`src/rtl/cas_rd_pkg.sv`:
```
package cas_rd_pkg;
  localparam logic [2:0] CODE_CL2  = 3'b010;
  localparam logic [2:0] CODE_CL3  = 3'b011;
  localparam logic [1:0] OP_NORMAL = 2'b00;
endpackage

```
`src/rtl/cas_mode_decode.sv`:
```
module cas_mode_decode #(
  parameter int LW = 2
) (
  input  logic [2:0]    cfg_lat,
  input  logic [1:0]    cfg_op,
  output logic          lat_ok,
  output logic [LW-1:0] lat_val,
  output logic          mode_err
);
  import cas_rd_pkg::*;

  always_comb begin
    lat_ok  = 1'b0;
    lat_val = '0;
    case (cfg_lat)
      CODE_CL2: begin lat_ok = 1'b1; lat_val = LW'(2); end
      CODE_CL3: begin lat_ok = 1'b1; lat_val = LW'(3); end
      default:  begin lat_ok = 1'b0; lat_val = '0;     end
    endcase
    mode_err = !lat_ok || (cfg_op != OP_NORMAL);
  end
endmodule

```
`src/rtl/cas_lat_hold.sv`:
```
module cas_lat_hold #(
  parameter int LW      = 2,
  parameter int MAX_LAT = 3
) (
  input  logic          clk,
  input  logic          rst_n,
  input  logic          busy,
  input  logic          lat_ok,
  input  logic [LW-1:0] lat_val,
  output logic [LW-1:0] lat_use
);
  logic [LW-1:0] lat_q;

  // a fresh latency only applies when the stages hold nothing
  always_comb lat_use = (!busy && lat_ok) ? lat_val : lat_q;

  always_ff @(posedge clk) begin
    if (!rst_n)    lat_q <= LW'(MAX_LAT);
    else if (!busy) lat_q <= lat_use;
  end
endmodule

```
`src/rtl/cas_beat_pipe.sv`:
```
module cas_beat_pipe #(
  parameter int DW    = 16,
  parameter int DEPTH = 3,
  parameter int LW    = 2
) (
  input  logic          clk,
  input  logic          rst_n,
  input  logic          push,
  input  logic [DW-1:0] push_data,
  input  logic [LW-1:0] push_lat,
  output logic          out_v,
  output logic [DW-1:0] out_d,
  output logic          oe,
  output logic          busy
);
  logic          st_v   [DEPTH];
  logic [DW-1:0] st_d   [DEPTH];
  logic          st_v_n [DEPTH];
  logic [DW-1:0] st_d_n [DEPTH];

  // slot k drains to the output after k+1 more edges, so a read with
  // latency m enters slot m-1
  always_comb begin
    for (int i = 0; i < DEPTH; i++) begin
      if (push && (int'(push_lat) == i + 1)) begin
        st_v_n[i] = 1'b1;
        st_d_n[i] = push_data;
      end else if (i < DEPTH - 1) begin
        st_v_n[i] = st_v[i+1];
        st_d_n[i] = st_d[i+1];
      end else begin
        st_v_n[i] = 1'b0;
        st_d_n[i] = '0;
      end
    end
  end

  always_comb begin
    busy = 1'b0;
    for (int i = 0; i < DEPTH; i++) busy = busy | st_v[i];
  end

  for (genvar g = 0; g < DEPTH; g++) begin : g_slot
    always_ff @(posedge clk) begin
      if (!rst_n) begin
        st_v[g] <= 1'b0;
        st_d[g] <= '0;
      end else begin
        st_v[g] <= st_v_n[g];
        st_d[g] <= st_d_n[g];
      end
    end
  end

  always_ff @(posedge clk) begin
    if (!rst_n) begin
      out_v <= 1'b0;
      out_d <= '0;
      oe    <= 1'b0;
    end else begin
      out_v <= st_v[0];
      out_d <= st_v[0] ? st_d[0] : '0;
      // on a cycle ahead of the beat, through it, and one cycle after it
      oe    <= st_v_n[0] | st_v[0] | out_v;
    end
  end
endmodule

```
`src/rtl/cas_read_pipe.sv`:
```
module cas_read_pipe #(
  parameter int DW      = 16,
  parameter int MAX_LAT = 3
) (
  input  logic          clk,
  input  logic          rst_n,
  input  logic          rd_cmd,
  input  logic [DW-1:0] rd_word,
  input  logic [2:0]    cfg_lat,
  input  logic [1:0]    cfg_op,
  output logic [DW-1:0] dq_out,
  output logic          dq_oe,
  output logic          dq_valid,
  output logic          cfg_err
);
  localparam int LW = $clog2(MAX_LAT + 1);

  logic          lat_ok;
  logic [LW-1:0] lat_val;
  logic [LW-1:0] lat_use;
  logic          pipe_busy;
  logic          accept;

  cas_mode_decode #(.LW(LW)) u_dec (
    .cfg_lat  (cfg_lat),
    .cfg_op   (cfg_op),
    .lat_ok   (lat_ok),
    .lat_val  (lat_val),
    .mode_err (cfg_err)
  );

  cas_lat_hold #(.LW(LW), .MAX_LAT(MAX_LAT)) u_hold (
    .clk     (clk),
    .rst_n   (rst_n),
    .busy    (pipe_busy),
    .lat_ok  (lat_ok),
    .lat_val (lat_val),
    .lat_use (lat_use)
  );

  assign accept = rd_cmd && !cfg_err;

  cas_beat_pipe #(.DW(DW), .DEPTH(MAX_LAT), .LW(LW)) u_pipe (
    .clk       (clk),
    .rst_n     (rst_n),
    .push      (accept),
    .push_data (rd_word),
    .push_lat  (lat_use),
    .out_v     (dq_valid),
    .out_d     (dq_out),
    .oe        (dq_oe),
    .busy      (pipe_busy)
  );
endmodule

```
`config.mk`:
```
export PLATFORM = sky130hd
export DESIGN_NAME = cas_read_pipe
export DESIGN_NICKNAME = d
export VERILOG_FILES = /design/src/rtl/cas_rd_pkg.sv /design/src/rtl/cas_mode_decode.sv /design/src/rtl/cas_lat_hold.sv /design/src/rtl/cas_beat_pipe.sv /design/src/rtl/cas_read_pipe.sv
export SDC_FILE = /design/constraint.sdc
export NUM_CORES = 1
export LEC_CHECK = 0
export BUFFER_PORTS_ARGS = -buffer_cell sky130_fd_sc_hd__buf_2
export CAP_MARGIN = 20
export CORE_MARGIN = 2
export CORE_UTILIZATION = 42
export CTS_CLUSTER_DIAMETER = 80
export DETAILED_ROUTE_END_ITERATION = 6
export GPL_TIMING_DRIVEN = 0
export SYNTH_ARGS = -nofsm -noshare
export SYNTH_HDL_FRONTEND = slang
export SYNTH_SLANG_ARGS = --single-unit
```
`constraint.sdc`:
```
create_clock -name clk -period 2.4 [get_ports clk]
set_input_delay 0.12 -clock clk [delete_from_list [all_inputs] [get_ports clk]]
set_output_delay 0.12 -clock clk [all_outputs]
set_load 0.02 [all_outputs]
```
==> impl_metrics.ini, run 1 <==
[run_status]
status = completed

[sta]
fmax_mhz = 486.5
setup_viol = 0
worstMarginPinSlew_ns = 0.5057
min_period_over_period = 0.8564
final.setup.tns_ns = 0
rsz0062_at_grt = false
report.final.slew_viol_count = 0
max_slew_margin = 0.6629
clock_skew_ns = 0.009665
period_needed_ns = 2.055
final_hold_viol_count = 0

[die]
die_h_um = 78.36
ios = 43
start_util = 0.4270
fp.dieW_um = 78.36
rows = 27
dieArea_um2 = 6140
coreArea_um2 = 5439

[global_route]
grt.overflow.total = 0
grt_start_max_net_pins = 13
grt_pass1_vias = 1585
grt_usage = 0.1661
antenna_found_initial = 0
grt_pass1_wl_mm = 7.569

[worst_hold_path]
whs_path_depth = 3
min-delay-start = cfg_lat[1]
hold-path-endpoint = u_hold.lat_q[1]
hold_path_class = in -> reg

[worst_setup_path]
critical_path_class = reg -> reg
rrSetupSlack_ns = 0.34
worstPathRequired_ns = 2.60
cp.arrival_ns = 2.25
cp-end-kind = flip-flop
rr_startpoint = u_pipe.st_v[0]
reg2reg_to = u_pipe.st_d[0][7]
reg2reg_depth = 5
critPathLaunchType = flip-flop
worstPathMaxFanout = 10

[cts]
root_buffer = clkbuf_8
numCtsBuffers = 9
cts_hold_buf = 15
tritoncts = built
cts_setup_buffers = 0
clock_path_buffers = 2
cts_resized = 0
cts_max_level = 3
clk_latency_ns = 0.33
path_clk_slew_ns = 0.08
clock_sinks = 71

[power]
power.density_nw_per_um2 = 755.2
netSwitchingPower_uw = 487.0
swShare = 0.2159
p_seq_frac = 0.526
total_power_uw = 2255
pwr-share-clk = 0.431
ir_drop_uv = 430.1
intPower_uw = 1768
power_leakage_uw = 0.001272
pwr-share-comb = 0.043

[yosys]
synthDistinctLibCells = 23
synthArstFlopShare = 0
synth_commonest_cells = 71 x dfxtp_1, 32 x nand2_1, 18 x nand3_1, 18 x o21ai_1
synthFlopType = dfxtp_1
netlist_area_um2 = 2322
synth_top_cell_by_area = dfxtp_1
synth_seq_area_share = 0.6121
synth_edf_count = 0
yosysMostFrequentCell = dfxtp_1
yosys_warnings = 0
ys_seq_elements = 71
synth_nets = 247
yosysTopAreaCellShare = 0.6121
syn_inst = 223
avgSynthCellArea_um2 = 10.41
ys_top_cells_by_area = dfxtp_1 61%, mux2i_1 7.3%, nand2_1 5.2%, and2_1 4.6%, and3_1 4.6%

[layout]
syn_to_final_growth_pct = 28.61
antenna_cells = 0
layout-drive-gt1-share = 0.2230
finalNetCount = 315
post-route-util = 0.5491
nFillCells = 518

[placement]
routabilityCongestion = 0.7548
dp_hpwl_mm = 2.996
portBuffers = 41

[routing]
avgViaCountPerCell = 4.462
drcViolationCount = 0
ant_nets = 0
first_iter_violations = 80
detail_route.wl_per_cell_um = 12.33
via_count = 1642
dr.pass1.iters = 4
route.final.wire_length_mm = 4.538

[job]
maxCapViolations = 0
==> cell families (layout without fill, tap and decap cells) <==
group | Yosys count | in the layout | share of synthesized area
AOI/OAI and AO/OA | 24 | 24 | 0.06520
buffers and inverters | 19 | 92 | 0.04041
DFF | 71 | 71 | 0.6121
muxes | 17 | 17 | 0.07327
and+or+nand+nor | 92 | 92 | 0.2090
==> through the flow <==
stage / hold slack (ns) / area [um^2] / std cells / worst slack [ns]
2_1_floorplan: 0.2417 / 2322 / 223 / 0.7245
3_3_place_gp: 0.3370 / 2618 / 336 / 0.3780
3_5_place_dp: 0.3397 / 2618 / 336 / 0.3429
4_1_cts: 0.004709 / 2977 / 367 / 0.3280
5_1_grt: 0.1930 / 2987 / 368 / 0.1567
6_report: 0.1806 / 2987 / 368 / 0.3445
==> area by class of cell <==
type                    count  area, um^2  share of cell area
plain buffers              16       82.58             0.02765
clock buffers              12       155.1             0.05195
clock inverters             4       53.80             0.01801
inverters                   3       11.26            0.003770
multi-input cells         133       807.0              0.2702
flip-flops and latches     71        1421              0.4759
well taps                  72       90.09             0.03016
repair buffers             57       365.4              0.1223
==> registers in the layout (all words and copies together), names as in the netlist <==
signal,cells
u_pipe.out_d,16
u_pipe.st_v,3
u_pipe.st_d,48
u_hold.lat_q,2
u_pipe.oe,1
u_pipe.out_v,1
==> worst max-delay path: stages (launching register included) <==
cell       delay [ns]
dfxtp_1          0.40
or3_1            0.37
buf_2            0.17
o2111ai_2        0.38
clkbuf_1         0.43
o21ai_1          0.17
==> routing by layer <==
layer | global-route usage | part of all wire | wire, um
met3 | 0.04598 | 0.037 | 166
met4 | 0.1053 | 0.011 | 48
met5 | 0 | 0 | 0
met2 | 0.2422 | 0.46 | 2106
met1 | 0.2168 | 0.49 | 2217
==> cell usage in the layout (no fill, tap or decap), types with 16 or more instances in the layout <==
master,Yosys,routed
nand3_1,18,18
buf_2,3,44
and2_1,17,17
nand2_1,32,32
dfxtp_1,71,71
and3_1,17,17
o21ai_1,18,18
dlygate4sd3_1,0,16
mux2i_1,17,17
==> worst max-delay path by stage <==
stage,cells after the start,from,end
floorplan,6,u_pipe.st_v[0],u_pipe.st_d[2][10]
global route,5,u_pipe.st_v[0],u_pipe.st_d[0][11]
detailed placement,5,u_pipe.st_v[0],u_pipe.st_d[0][7]
finish,5,u_pipe.st_v[0],u_pipe.st_d[0][7]
CTS,5,u_pipe.st_v[0],u_pipe.st_d[0][7]
global placement,5,u_pipe.st_v[0],u_pipe.st_d[0][8]
==> power by group through the flow <==
stage	clock network, uW	logic, uW	registers, uW
3_5_place_dp	0	78.2	1210
4_1_cts	993	96.6	1190
5_1_grt	1050	108	1190
3_3_place_gp	0	77.7	1210
2_1_floorplan	0	42.0	1210
6_report	973	97.3	1190
No activity file was read; power rests on OpenSTA's default activity.
==> run 2: changes to the inputs <==
CELL_PAD_IN_SITES_DETAIL_PLACEMENT = 2   (was default)
CELL_PAD_IN_SITES_GLOBAL_PLACEMENT = 2   (was default)
CORE_UTILIZATION = 34   (was 42)
PLACE_DENSITY_LB_ADDON = 0.1   (was default)
==> run 2 against run 1 <==
  * Fmax is 5.8% lower
  * Clock power is 42% higher
  * Die area is 22% higher
  * Worst hold slack worse by 0.15 ns
  * Via count is 8.5% higher
  * Register-to-register slack worse by 0.13 ns
  * First-iteration DRC count is 64% lower
  * Total power is 18% higher
  * Clock skew is 0.0040 ns lower
  * Sequential power hardly changed
  * Critical path type unchanged
  * Critical endpoint is now u_pipe.st_d[0][9]
==> impl_metrics.ini, run 2 (synthesized netlist as in run 1, its figures left out) <==
[cts]
cts_max_level = 3
clk_latency_ns = 0.35
tritoncts = built
path_clk_slew_ns = 0.08
cts_hold_buf = 15
cts_resized = 0
cts_setup_buffers = 0
root_buffer = clkbuf_8
numCtsBuffers = 9
clock_sinks = 71
clock_path_buffers = 2

[placement]
dp_hpwl_mm = 3.913
portBuffers = 41
placed_area_um2 = 2628
routabilityCongestion = 0.6763
place_ws_ns = 0.2226

[die]
die_h_um = 86.65
rows = 30
dieArea_um2 = 7507
fp.dieW_um = 86.65
ios = 43
start_util = 0.3456
coreArea_um2 = 6719

[global_route]
grt_pass1_vias = 1898
grt_usage = 0.1765
grt_start_max_net_pins = 14
grt_pass1_wl_mm = 9.873
grt.overflow.total = 0
antenna_found_initial = 0

[routing]
ant_nets = 0
route.final.wire_length_mm = 6.026
drcViolationCount = 0
dr.pass1.iters = 4
detail_route.wl_per_cell_um = 16.07
first_iter_violations = 29
via_count = 1782
avgViaCountPerCell = 4.752

[sta]
min_period_over_period = 0.9095
setup_viol = 0
clock_skew_ns = 0.005621
fmax_mhz = 458.1
setup_slack_ns = 0.2172
worstMarginPinSlew_ns = 0.5429
final_hold_viol_count = 0
final.setup.tns_ns = 0
period_needed_ns = 2.183
max_slew_margin = 0.6381
rsz0062_at_grt = false
report.final.slew_viol_count = 0

[worst_setup_path]
critical_path_class = reg -> reg
cp_slowest_stage_delay_ns = 0.45
cp.arrival_ns = 2.39
worstPathMaxFanout = 10
critPathLaunchType = flip-flop
cp-end-kind = flip-flop
worstPathRequired_ns = 2.61
cp_slowest_cell = clkbuf_1
crit_chain = or3_1 -> buf_2 -> o2111ai_2 -> clkbuf_1 -> o21ai_1

[run_status]
status = completed

[job]
maxCapViolations = 0

[layout]
nFillCells = 721
post-route-cell-area_um2 = 3069
finalNetCount = 314
antenna_cells = 0
final_cell_mix = 71 x dfxtp_1, 44 x buf_2, 32 x nand2_1
layout-drive-gt1-share = 0.2271
largest_reg_flops = 48
reg.largest.list = u_pipe.st_d: 48 flops, u_pipe.out_d: 16 flops, u_pipe.st_v: 3 flops
syn_to_final_growth_pct = 32.17
largest_register = u_pipe.st_d
post-route-util = 0.4568
layout_commonest_cell = dfxtp_1

[power]
ir_drop_uv = 323.4
total_power_uw = 2668
power.density_nw_per_um2 = 869.4
power_leakage_uw = 0.001313

[worst_hold_path]
hold_path_class = in -> reg
[run 2: cell count changes in the layout (fill, tap and decap cells not counted), sizes merged]
cell         change
clkbuf           -3
inv              +1
clkinvlp         -2
dlygate4sd3      -1
bufinv           +4
[run 2: final cells by class]
cell class	instances	area, um^2	area share
repair buffers	56	355.3	0.1158
well taps	80	100.1	0.03261
flip-flops and latches	71	1421	0.4631
inverters	3	11.26	0.003669
plain buffers	16	82.58	0.02691
multi-input cells	133	807.0	0.2629
clock buffers	9	123.9	0.04036
clock inverters	7	167.7	0.05463
[run 2: path summary, 6_finish.rpt]
| check | slack (ns) | startpoint | depth (start not counted) | end |
|---|---|---|---|---|
| max | 0.22 | u_pipe.st_v[0] | 5 | u_pipe.st_d[0][9] |
| max reg2reg | 0.22 | u_pipe.st_v[0] | 5 | u_pipe.st_d[0][9] |
| min reg2reg | 0.44 | u_pipe.st_d[2][6] | 2 | u_pipe.st_d[1][6] |
| min | 0.03 | rd_word[14] | 2 | u_pipe.st_d[2][14] |
[run 2: per-stage QoR]
| step | instances | hold WS, ns |
|---|---|---|
| 3_5_place_dp | 344 | 0.3404 |
| 6_report | 375 | 0.03455 |
| 3_3_place_gp | 344 | 0.3350 |
| 4_1_cts | 375 | 0.01470 |
| 5_1_grt | 375 | 0.02868 |
| 2_1_floorplan | 223 | 0.2417 |
[run 2: where the power goes]
part | internal [uW] | switching, uW | total [uW]
Clock | 906 | 475 | 1380
Combinational | 45.8 | 56.6 | 102
Sequential | 1180 | 2.97 | 1190
[run 2: worst max-delay path: cells and delay by family, from the launching register on]
family | cells | cell delay (ns)
flip-flops | 1 | 0.41
buffers and inverters | 2 | 0.63
AO/OA/AOI/OAI | 2 | 0.59
AND/OR/NAND/NOR | 1 | 0.40
[run 2: metal layers]
metal  vias to the layer above  global-route usage  wire length, um
li1                        876                   -                -
met1                       868              0.2296             2860
met2                        32              0.2839             2940
met3                         6             0.05143              179
met4                         0             0.05398               46
met5                         -                   0                0
